==> src/rtl/tq_pkg.sv <==
// Shared types for the absmean ternary quantizer.
// Assumes nothing beyond IEEE 1800-2017 enums.
package tq_pkg;

    // Ternary output codes; 2'b10 is reserved and never produced.
    typedef enum logic [1:0] {
        TQ_ZERO = 2'b00,
        TQ_POS  = 2'b01,
        TQ_NEG  = 2'b11
    } tq_code_e;

    // Block phase: gather statistics or emit codes.
    typedef enum logic {
        PH_GATHER = 1'b0,
        PH_EMIT   = 1'b1
    } tq_phase_e;

endpackage

==> src/rtl/tq_mag.sv <==
// Magnitude of a two's-complement word.
// The result is read as unsigned, so the most negative input maps to
// 2^(WIDTH-1) without overflow. Pure combinational logic.
module tq_mag #(
    parameter int WIDTH = 16
) (
    input  logic [WIDTH-1:0] val,
    output logic [WIDTH-1:0] mag
);

    // Negate negative inputs; the unsigned result holds 2^(WIDTH-1).
    always_comb begin
        if (val[WIDTH-1]) begin
            mag = ~val + 1'b1;
        end else begin
            mag = val;
        end
    end

endmodule

==> src/rtl/tq_gather.sv <==
// Statistics pass: counts accepted weights and accumulates their
// magnitudes in a sum wide enough for DEPTH full-scale magnitudes.
// Assumes DEPTH is a power of two. 'clear' takes priority over 'take'.
module tq_gather #(
    parameter int WIDTH = 16,
    parameter int DEPTH = 16,
    localparam int AW   = $clog2(DEPTH),
    localparam int SUMW = WIDTH + AW
) (
    input  logic            clk,
    input  logic            rst_n,
    input  logic            clear,
    input  logic            take,
    input  logic [WIDTH-1:0] wdata,
    output logic [SUMW-1:0] sum,
    output logic [AW-1:0]   idx,
    output logic            full
);

    logic [WIDTH-1:0] mag;

    tq_mag #(.WIDTH(WIDTH)) u_mag (
        .val (wdata),
        .mag (mag)
    );

    // Accumulate magnitudes and advance the write index per accepted weight.
    always_ff @(posedge clk) begin
        if (!rst_n) begin
            sum <= '0;
            idx <= '0;
        end else if (clear) begin
            sum <= '0;
            idx <= '0;
        end else if (take) begin
            sum <= sum + SUMW'(mag);
            idx <= idx + 1'b1;
        end
    end

    // Flag the final slot of the block.
    assign full = (idx == AW'(DEPTH - 1));

endmodule

==> src/rtl/tq_store.sv <==
// Weight buffer of DEPTH entries: one synchronous write port and one
// combinational read port. Entries hold no reset value; reads only
// touch slots written in the current block.
module tq_store #(
    parameter int WIDTH = 16,
    parameter int DEPTH = 16,
    localparam int AW   = $clog2(DEPTH)
) (
    input  logic             clk,
    input  logic             we,
    input  logic [AW-1:0]    waddr,
    input  logic [WIDTH-1:0] wdata,
    input  logic [AW-1:0]    raddr,
    output logic [WIDTH-1:0] rdata
);

    logic [WIDTH-1:0] mem [DEPTH];

    // Write one weight per accepted input beat.
    always_ff @(posedge clk) begin
        if (we) begin
            mem[waddr] <= wdata;
        end
    end

    // Replay read path.
    assign rdata = mem[raddr];

endmodule

==> src/rtl/tq_decide.sv <==
// Ternary decision without a divider. A weight gets a nonzero code
// when 2*DEPTH*|w| >= sum + DEPTH*EPS, with the sign of w.
// Assumes DEPTH is a power of two, EPS >= 1 and EPS < 2^16.
module tq_decide #(
    parameter int WIDTH = 16,
    parameter int DEPTH = 16,
    parameter int EPS   = 1,
    localparam int AW   = $clog2(DEPTH),
    localparam int SUMW = WIDTH + AW,
    localparam int CMPW = WIDTH + AW + 18
) (
    input  logic [WIDTH-1:0] weight,
    input  logic [SUMW-1:0]  sum,
    output tq_pkg::tq_code_e code
);

    localparam logic [CMPW-1:0] BIAS = CMPW'(DEPTH) * CMPW'(EPS);

    logic [WIDTH-1:0] mag;
    logic [CMPW-1:0]  lhs;
    logic [CMPW-1:0]  rhs;

    tq_mag #(.WIDTH(WIDTH)) u_mag (
        .val (weight),
        .mag (mag)
    );

    // Scale both sides so the compare replaces the divide.
    always_comb begin
        lhs = CMPW'(mag) << (AW + 1);
        rhs = CMPW'(sum) + BIAS;
    end

    // Pick the code; equality counts as nonzero (ties round away from zero).
    always_comb begin
        if (lhs >= rhs) begin
            code = weight[WIDTH-1] ? tq_pkg::TQ_NEG : tq_pkg::TQ_POS;
        end else begin
            code = tq_pkg::TQ_ZERO;
        end
    end

endmodule

==> src/rtl/tq_absmean.sv <==
// Absmean ternary weight quantizer, top level.
// Gathering phase: accept up to DEPTH weights, store them and sum their
// magnitudes. Emitting phase: replay the stored weights as ternary codes
// with the mean magnitude beside each one. Input is refused while
// emitting. Assumes DEPTH is a power of two >= 2 and 1 <= EPS < 2^16.
module tq_absmean #(
    parameter int WIDTH = 16,
    parameter int DEPTH = 16,
    parameter int EPS   = 1
) (
    input  logic             clk,
    input  logic             rst_n,
    input  logic             in_valid,
    output logic             in_ready,
    input  logic [WIDTH-1:0] in_data,
    input  logic             in_last,
    output logic             out_valid,
    input  logic             out_ready,
    output logic [1:0]       out_code,
    output logic [WIDTH-1:0] out_scale,
    output logic             out_last
);

    import tq_pkg::*;

    localparam int AW   = $clog2(DEPTH);
    localparam int SUMW = WIDTH + AW;

    tq_phase_e        phase;
    logic [AW-1:0]    rd_ptr;
    logic [AW-1:0]    last_idx;
    logic [SUMW-1:0]  sum;
    logic [AW-1:0]    wr_idx;
    logic             full;
    logic             take;
    logic             close_blk;
    logic             give;
    logic             done;
    logic [WIDTH-1:0] replay_w;
    tq_code_e         code;

    // Handshake qualifiers for both phases.
    always_comb begin
        in_ready  = (phase == PH_GATHER);
        out_valid = (phase == PH_EMIT);
        take      = in_ready && in_valid;
        close_blk = take && (in_last || full);
        give      = out_valid && out_ready;
        done      = give && (rd_ptr == last_idx);
    end

    tq_gather #(.WIDTH(WIDTH), .DEPTH(DEPTH)) u_gather (
        .clk   (clk),
        .rst_n (rst_n),
        .clear (done),
        .take  (take),
        .wdata (in_data),
        .sum   (sum),
        .idx   (wr_idx),
        .full  (full)
    );

    tq_store #(.WIDTH(WIDTH), .DEPTH(DEPTH)) u_store (
        .clk   (clk),
        .we    (take),
        .waddr (wr_idx),
        .wdata (in_data),
        .raddr (rd_ptr),
        .rdata (replay_w)
    );

    tq_decide #(.WIDTH(WIDTH), .DEPTH(DEPTH), .EPS(EPS)) u_decide (
        .weight (replay_w),
        .sum    (sum),
        .code   (code)
    );

    // Phase sequencing: close a block on in_last or a full buffer, reopen after the final code.
    always_ff @(posedge clk) begin
        if (!rst_n) begin
            phase    <= PH_GATHER;
            rd_ptr   <= '0;
            last_idx <= '0;
        end else if (phase == PH_GATHER) begin
            if (close_blk) begin
                phase    <= PH_EMIT;
                last_idx <= wr_idx;
                rd_ptr   <= '0;
            end
        end else if (give) begin
            if (done) begin
                phase  <= PH_GATHER;
                rd_ptr <= '0;
            end else begin
                rd_ptr <= rd_ptr + 1'b1;
            end
        end
    end

    // Output word: code, mean magnitude (sum shifted by log2 DEPTH), final flag.
    always_comb begin
        out_code  = code;
        out_scale = sum[SUMW-1:AW];
        out_last  = out_valid && (rd_ptr == last_idx);
    end

endmodule

==> config.mk <==
export PLATFORM = sky130hd
export DESIGN_NAME = tq_absmean
export DESIGN_NICKNAME = d
export VERILOG_FILES = /design/src/rtl/tq_pkg.sv /design/src/rtl/tq_mag.sv /design/src/rtl/tq_gather.sv /design/src/rtl/tq_store.sv /design/src/rtl/tq_decide.sv /design/src/rtl/tq_absmean.sv
export SDC_FILE = /design/constraint.sdc
export NUM_CORES = 1
export LEC_CHECK = 0
export ABC_AREA = 1
export BUFFER_PORTS_ARGS = -buffer_cell sky130_fd_sc_hd__buf_2
export CORE_ASPECT_RATIO = 0.8
export CORE_UTILIZATION = 51
export DETAILED_ROUTE_END_ITERATION = 10
export GPL_TIMING_DRIVEN = 0
export PLACE_DENSITY = 0.76
export RECOVER_POWER = 50
export SKIP_LAST_GASP = 1
export SYNTH_ARGS = -nofsm -noshare
export SYNTH_HDL_FRONTEND = slang
export SYNTH_SLANG_ARGS = --single-unit
export TNS_END_PERCENT = 20
==> constraint.sdc <==
create_clock -name clk -period 2.8 [get_ports clk]
set_input_delay 0 -clock clk [delete_from_list [all_inputs] [get_ports clk]]
set_output_delay 0 -clock clk [all_outputs]
set_load 0.01 [all_outputs]
==> impl_metrics.py, run 1 <==
metrics = {
    "placement": {
        "post-dp-hpwl_mm": 25.7,
        "gp_congestion": 0.913,
        "placement.io_buffers": 41,
        "place_inst": 1890,
        "place_area_um2": 15300,
        "dp_worst_setup_slack_ns": -1.04,
    },
    "logic_synthesis": {
        "yosys.area.top_type": "edfxtp_1",
        "synthTopCellsByCount": "nand2_1 (379), edfxtp_1 (256), nand3_1 (156), nor2_1 (148), inv_1 (130)",
        "yosysTopAreaCellShare": 0.540,
        "netlist_area_um2": 14200,
        "synth_edf_count": 256,
        "synthTopCellsByArea": "edfxtp_1 (54%), nand2_1 (10%), nand3_1 (5.5%)",
        "syn_avg_cell_area_um2": 9.69,
        "async_flop_share": 0,
        "ys_types": 39,
        "syn_nets": 1531,
        "yosysWarnings": 0,
        "synth_ff_type": "edfxtp_1",
        "yosysSeqAreaShare": 0.592,
        "ys_seq_elements": 293,
        "synth_cells": 1469,
        "synth.most_common_cell": "nand2_1",
    },
    "routing": {
        "via_per_inst": 5.78,
        "finalWirelength_mm": 41.3,
        "drc": 0,
        "dr.pass1.iters": 5,
        "antenna_left": 0,
        "wl_per_cell_um": 20.8,
        "drt_iter0_markers": 1376,
        "num_vias": 11500,
    },
    "floorplan": {
        "initial_utilization": 0.520,
        "die_h_um": 151,
        "fp.dieW_um": 189,
        "io_pins": 42,
        "die_area_um2": 28600,
        "core_area_um2": 27400,
        "placementRows": 54,
    },
    "global_route": {
        "grt_pass1_vias": 11200,
        "grt_overflow": 0,
        "globalRouteTotalUtil": 0.288,
        "grt_pass1_wl_mm": 61.9,
        "grt_max_degree": 21,
        "antenna_found_initial": 0,
    },
    "power_and_ir_drop": {
        "swShare": 0.267,
        "clkPwrFrac": 0.366,
        "p_switching_mw": 2.95,
        "peakVddDrop_mv": 0.605,
        "comb_power_share": 0.190,
        "power.density_nw_per_um2": 636,
        "leakage_nw": 7.04,
        "intPower_mw": 8.08,
        "power_frac_seq": 0.444,
    },
    "clock_network": {
        "htree_levels": 1,
        "cts_buffer_depth": 3,
        "cts.sinks": 293,
        "root_buffer": "clkbuf_16",
        "clk_latency_ns": 0.54,
        "cts_tree": "yes",
        "cts_buffers": 27,
        "path_clk_slew_ns": 0.07,
    },
    "sta": {
        "hold_viol_final": 0,
        "max_freq_mhz": 258,
        "fin_tns_setup_ns": -5.25,
        "min_period_over_period": 1.39,
        "slew_headroom": 0.340,
        "clock_skew_ns": 0.00833,
        "setup_viol": 25,
        "rsz0062_at_grt": "yes",
        "worst_slew_pin_slew_ns": 0.990,
        "fin_crit_ns": 3.88,
        "fin_ws_ns": -1.08,
        "slew_violations": 0,
    },
    "layout": {
        "drive_gt1_frac": 0.173,
        "area_growth_pct": 21.9,
        "fin_area_um2": 17400,
        "antenna_cells": 0,
        "fin_cells": 1992,
        "nNetsFinal": 1671,
        "fill_cells": 2030,
    },
    "worst_setup_path": {
        "end_kind": "output pin",
        "crit_fanout": 10,
        "arrival_ns": 3.88,
        "r2r-end": "rd_ptr[2]",
        "worst_setup_path_start_kind": "flip-flop",
        "r2r_setup_slack_ns": -0.06,
        "reg2regPathDepth": 10,
        "timing.rr.start": "out_valid",
        "crit_type": "flip-flop to output pin",
        "crit_required_ns": 2.80,
    },
    "min_path": {
        "min_path_type": "input port to flip-flop",
        "hp-start": "in_valid",
        "hold_depth": 5,
        "worstHoldEndpoint": "u_gather.sum[13]",
    },
    "run": {
        "max_cap_violations": 0,
    },
    "run_status": {
        "violations": "setup timing",
        "status": "finished with violations",
    },
}
==> power groups by stage <==
stage / clock network [mW] / logic, mW / registers (mW)
after global routing: 4.20 / 2.29 / 4.91
after global placement: 0 / 1.61 / 4.99
after detailed placement: 0 / 1.67 / 4.99
final: 4.04 / 2.09 / 4.90
after floorplan: 0 / 1.18 / 4.97
after CTS: 4.03 / 1.96 / 4.90
==> state kept, by name, indices dropped and copies added (netlist names), named ones only <==
signal and cells:
last_idx 4, out_valid 1, rd_ptr 4, u_gather.idx 4, u_gather.sum 20, u_store.mem 256
==> layout by cell type (no fill, tap or decap), types with 36 or more instances in the layout <==
cell / n
o21ai_0: 45
a21oi_1: 50
nand3_1: 131
ha_1: 37
inv_1: 125
buf_4: 36
nand2_1: 362
edfxtp_1: 256
nor2_1: 120
xor2_1: 37
==> worst max-delay path: stages, from the launching register on <==
cell	delay, ns
dfxtp_4	0.36
buf_12	0.15
buf_4	0.14
buf_12	0.14
nor2_2	0.13
nor2_1	0.06
o21ai_1	0.11
nand3_1	0.13
nand3_2	0.11
nand2_4	0.09
nor2_4	0.13
nand2_2	0.08
nor2_2	0.15
nand2_2	0.09
nand2_1	0.07
nand2_1	0.05
nand2_1	0.06
inv_1	0.04
ha_1	0.27
nand2_2	0.10
o21bai_1	0.12
a21oi_1	0.09
a211oi_2	0.22
nand3_1	0.14
buf_4	0.17
buf_6	0.11
==> layer usage <==
| metal | vias to the layer above | track usage | part of all wire |
|---|---|---|---|
| met4 | 0 | 0.105 | 0.041 |
| met5 | - | 0 | 0 |
| li1 | 5224 | - | - |
| met1 | 5419 | 0.391 | 0.39 |
| met2 | 720 | 0.468 | 0.45 |
| met3 | 145 | 0.0470 | 0.11 |
==> cells by family (layout without fill, tap and decap cells) <==
family	after synthesis	count (layout)	share of synthesized area
simple gates	715	715	0.207
flops	293	293	0.592
buf+inv	211	370	0.0701
compound gates	158	158	0.0626
xor+xnor	50	50	0.0308
fa+ha+maj	41	41	0.0366
mux	1	1	0.000791
==> how the worst max path moves through the flow <==
stage	startpoint	endpoint	slack (ns)	depth (start not counted)
global placement	out_valid	u_store.mem[5][12]	-1.03	6
finish	flip-flop	out_code[0]	-1.08	25
floorplan	flip-flop	out_code[1]	0.003	25
CTS	flip-flop	out_code[1]	-0.96	27
detailed placement	flip-flop	out_code[1]	-1.04	26
global route	flip-flop	out_code[0]	-1.22	26
==> timing repair <==
| item | 4_1_cts | 5_1_grt |
|---|---|---|
| setup buffers | 26 | 3 |
| endpoints found under the setup margin | 72 | 14 |
| resized for setup | 134 | 40 |
| pin swaps | 56 | 26 |
| hold endpoints to repair | 269 | 0 |
| hold buffers | 20 | 0 |
| gates cloned | 6 | 1 |
==> stage by stage <==
stage | utilization | power (mW) | hold WS, ns
floorplan | - | 6.16 | 0.0989
global placement | 0.544 | 6.60 | 0.286
detailed placement | 0.558 | 6.66 | 0.289
CTS | 0.629 | 10.9 | 0.140
global route | 0.634 | 11.4 | 0.207
finish | 0.634 | 11.0 | 0.154
==> area by class of cell <==
class | count | area (µm²) | area share
clock buffer | 36 | 749 | 0.0432
clock inverter | 12 | 213 | 0.0123
timing repair buffer | 112 | 1140 | 0.0657
buffer | 74 | 656 | 0.0378
tap | 364 | 455 | 0.0262
multi-input combinational | 965 | 5180 | 0.298
inverter | 136 | 529 | 0.0305
sequential | 293 | 8430 | 0.486
Note: power is estimated with default switching activity, not from simulation.
==> run 2: changes to the inputs <==
--- a/config.mk
+++ b/config.mk
@@ -11,6 +11,7 @@
 export CORE_UTILIZATION = 51
 export DETAILED_ROUTE_END_ITERATION = 10
 export GPL_TIMING_DRIVEN = 0
+export HOLD_SLACK_MARGIN = 0.05
 export PLACE_DENSITY = 0.76
 export RECOVER_POWER = 50
 export SKIP_LAST_GASP = 1
==> constraint.sdc (replaced) <==
create_clock -name clk -period 2.8 [get_ports clk]
set_input_delay 0.84 -clock clk [delete_from_list [all_inputs] [get_ports clk]]
set_output_delay 0.84 -clock clk [all_outputs]
set_load 0.01 [all_outputs]
==> run 2 against run 1 <==
Compared with the run above: clock skew grew 0.016 ns; sequential share of layout area grew 0.72 points; the run still ends with setup timing left; clock-buffer cell count unchanged; global-route usage is 1.3 points lower; critical path depth decreased by 3; via count fell by 1.3%; critical endpoint unchanged; register-to-register slack worse by 0.28 ns; first-iteration DRC count grew 3.8%; clock power fell by 11%; utilization shrank 0.94 points; final area down 1.5%; worst setup slack lost 0.85 ns.
==> impl_metrics.py, run 2 (same netlist as run 1, synthesis figures left out) <==
metrics = {
    "power_and_ir_drop": {
        "peakVddDrop_mv": 0.590,
        "p_switching_mw": 3.04,
        "swShare": 0.286,
        "power_frac_seq": 0.461,
        "power_mw": 10.6,
        "intPower_mw": 7.59,
        "comb_power_share": 0.201,
        "power.density_nw_per_um2": 622,
        "clkPwrFrac": 0.338,
        "leakage_nw": 6.84,
    },
    "worst_setup_path": {
        "cp_cell_sequence": "buf_12 > buf_6 > o211ai_1 > nand3_1 > nand3_2 > nand2_1 > nor2_1 > nand2_2 > nor2_2 > nand2_2 > nand2_1 > nand2_1 > nand2_1 > inv_1 > ha_1 > nand2_4 > o21bai_1 > a21oi_1 > a211oi_2 > nand3_1 > buf_4 > buf_6",
        "crit_type": "flip-flop to output pin",
        "crit_fanout": 10,
        "slowest_delay_ns": 0.37,
        "critPathMostFrequentCell": "nand2_1",
        "end_kind": "output pin",
        "arrival_ns": 3.89,
        "slowest_stage": "dfxtp_4",
        "crit_required_ns": 1.96,
        "worst_setup_path_start_kind": "flip-flop",
    },
    "layout": {
        "layout_commonest_cell": "nand2_1",
        "largest_register_ff_count": 256,
        "area_growth_pct": 20.1,
        "nNetsFinal": 1645,
        "regMostFlops": "u_store.mem",
        "fill_cells": 2054,
        "antenna_cells": 0,
        "largestRegisters": "u_store.mem (256), u_gather.sum (20)",
        "fin_cells": 1968,
        "drive_gt1_frac": 0.196,
        "final_cell_mix": "nand2_1 (357), edfxtp_1 (256), nand3_1 (132), inv_1 (119), nor2_1 (118)",
    },
    "floorplan": {
        "die_area_um2": 28600,
        "io_pins": 42,
        "initial_utilization": 0.520,
        "core_area_um2": 27400,
        "fp.dieW_um": 189,
        "placementRows": 54,
        "die_h_um": 151,
    },
    "placement": {
        "gp_congestion": 0.936,
        "dp_worst_setup_slack_ns": -1.86,
        "place_inst": 1890,
        "placement.io_buffers": 41,
        "post-dp-hpwl_mm": 25.7,
    },
    "clock_network": {
        "cts_hold_buf": 0,
        "cts.sinks": 293,
        "root_buffer": "clkbuf_16",
        "path_clk_slew_ns": 0.06,
        "cts_tree": "yes",
        "htree_levels": 1,
        "clk_latency_ns": 0.57,
        "cts_buffers": 29,
        "cts_buffer_depth": 3,
    },
    "routing": {
        "wl_per_cell_um": 20.2,
        "dr.pass1.iters": 6,
        "finalWirelength_mm": 39.7,
        "antenna_left": 0,
        "via_per_inst": 5.77,
        "drt_iter0_markers": 1428,
        "drc": 0,
        "num_vias": 11400,
    },
    "sta": {
        "min_period_over_period": 1.69,
        "slew_violations": 0,
        "fin_crit_ns": 4.73,
        "worst_slew_pin_slew_ns": 1.13,
        "clock_skew_ns": 0.0247,
        "rsz0062_at_grt": "yes",
        "max_freq_mhz": 211,
        "fin_ws_ns": -1.93,
        "setup_viol": 74,
        "slew_headroom": 0.244,
        "hold_viol_final": 0,
    },
    "global_route": {
        "antenna_found_initial": 0,
        "grt_overflow": 0,
        "grt_pass1_vias": 10600,
        "grt_max_degree": 21,
        "grt_pass1_wl_mm": 59.0,
        "globalRouteTotalUtil": 0.274,
    },
    "min_path": {
        "min_path_type": "flip-flop to flip-flop",
    },
    "run": {
        "max_cap_violations": 0,
    },
    "run_status": {
        "violations": "setup timing",
        "status": "finished with violations",
    },
}
-- run 2: cell count changes in the layout (fill, tap and decap cells not counted), sizes merged --
cell,previous run,this run
clkinv,5,13
bufinv,6,0
buf,115,114
bufbuf,2,0
dlygate4sd3,20,0
inv,136,137
clkinvlp,1,2
clkbuf,85,80
-- run 2: path summary, 6_finish.rpt --
path                                         to  slack [ns]  depth (start not counted)       startpoint
worst max register to register        flip-flop       -0.34                         10        out_valid
worst min-delay path            u_gather.sum[0]        0.50                          2  u_gather.sum[0]
worst min register to register  u_gather.sum[0]        0.50                          2  u_gather.sum[0]
worst max-delay path                out_code[0]       -1.93                         22        flip-flop
-- run 2: worst max-delay path: cells and delay by family (launching register included) --
kind | cells | cell delay [ns]
compound gates | 4 | 0.62
fa+ha+maj | 1 | 0.30
buf+inv | 5 | 0.62
flops | 1 | 0.37
simple gates | 12 | 1.37
-- run 2: power groups by stage --
stage / registers (mW) / logic [mW] / clock network, mW
3_5_place_dp: 4.99 / 1.69 / 0
6_report: 4.90 / 2.14 / 3.59
3_3_place_gp: 4.99 / 1.62 / 0
2_1_floorplan: 4.97 / 1.19 / 0
4_1_cts: 4.90 / 1.89 / 3.58
5_1_grt: 4.91 / 2.33 / 3.74
-- run 2: layout make-up --
cell class | instances | area, µm² | share of cell area
Clock buffer | 36 | 752 | 0.0440
Buffer | 73 | 628 | 0.0367
Clock inverter | 16 | 104 | 0.00607
Multi-Input combinational cell | 965 | 5450 | 0.318
Sequential cell | 293 | 8430 | 0.493
Inverter | 136 | 539 | 0.0315
Timing Repair Buffer | 85 | 743 | 0.0435
Tap cell | 364 | 455 | 0.0266
-- run 2: through the flow --
step	utilization	area, µm²	hold WS [ns]	TNS (ns)
6_report	0.625	17100	0.503	-15.16
5_1_grt	0.625	17100	0.543	-32.80
3_3_place_gp	0.545	14900	0.479	-366.29
3_5_place_dp	0.556	15200	0.492	-113.30
2_1_floorplan	-	14300	0.458	-2.73
4_1_cts	0.606	16600	0.503	-3.84
-- run 2: repair_timing --
item                                    4_1_cts  5_1_grt
cloned                                        3        0
resized for setup                           111      118
endpoints found under the setup margin      101       22
pin swaps                                    31       48
buffers inserted                             11       14
-- run 2: per-layer routing --
| metal | up-vias | global-route usage | wire length (µm) |
|---|---|---|---|
| li1 | 5171 | - | - |
| met1 | 5368 | 0.383 | 16100 |
| met2 | 683 | 0.428 | 17300 |
| met3 | 140 | 0.0496 | 4660 |
| met4 | 0 | 0.103 | 1610 |
| met5 | - | 0.00175 | 0 |
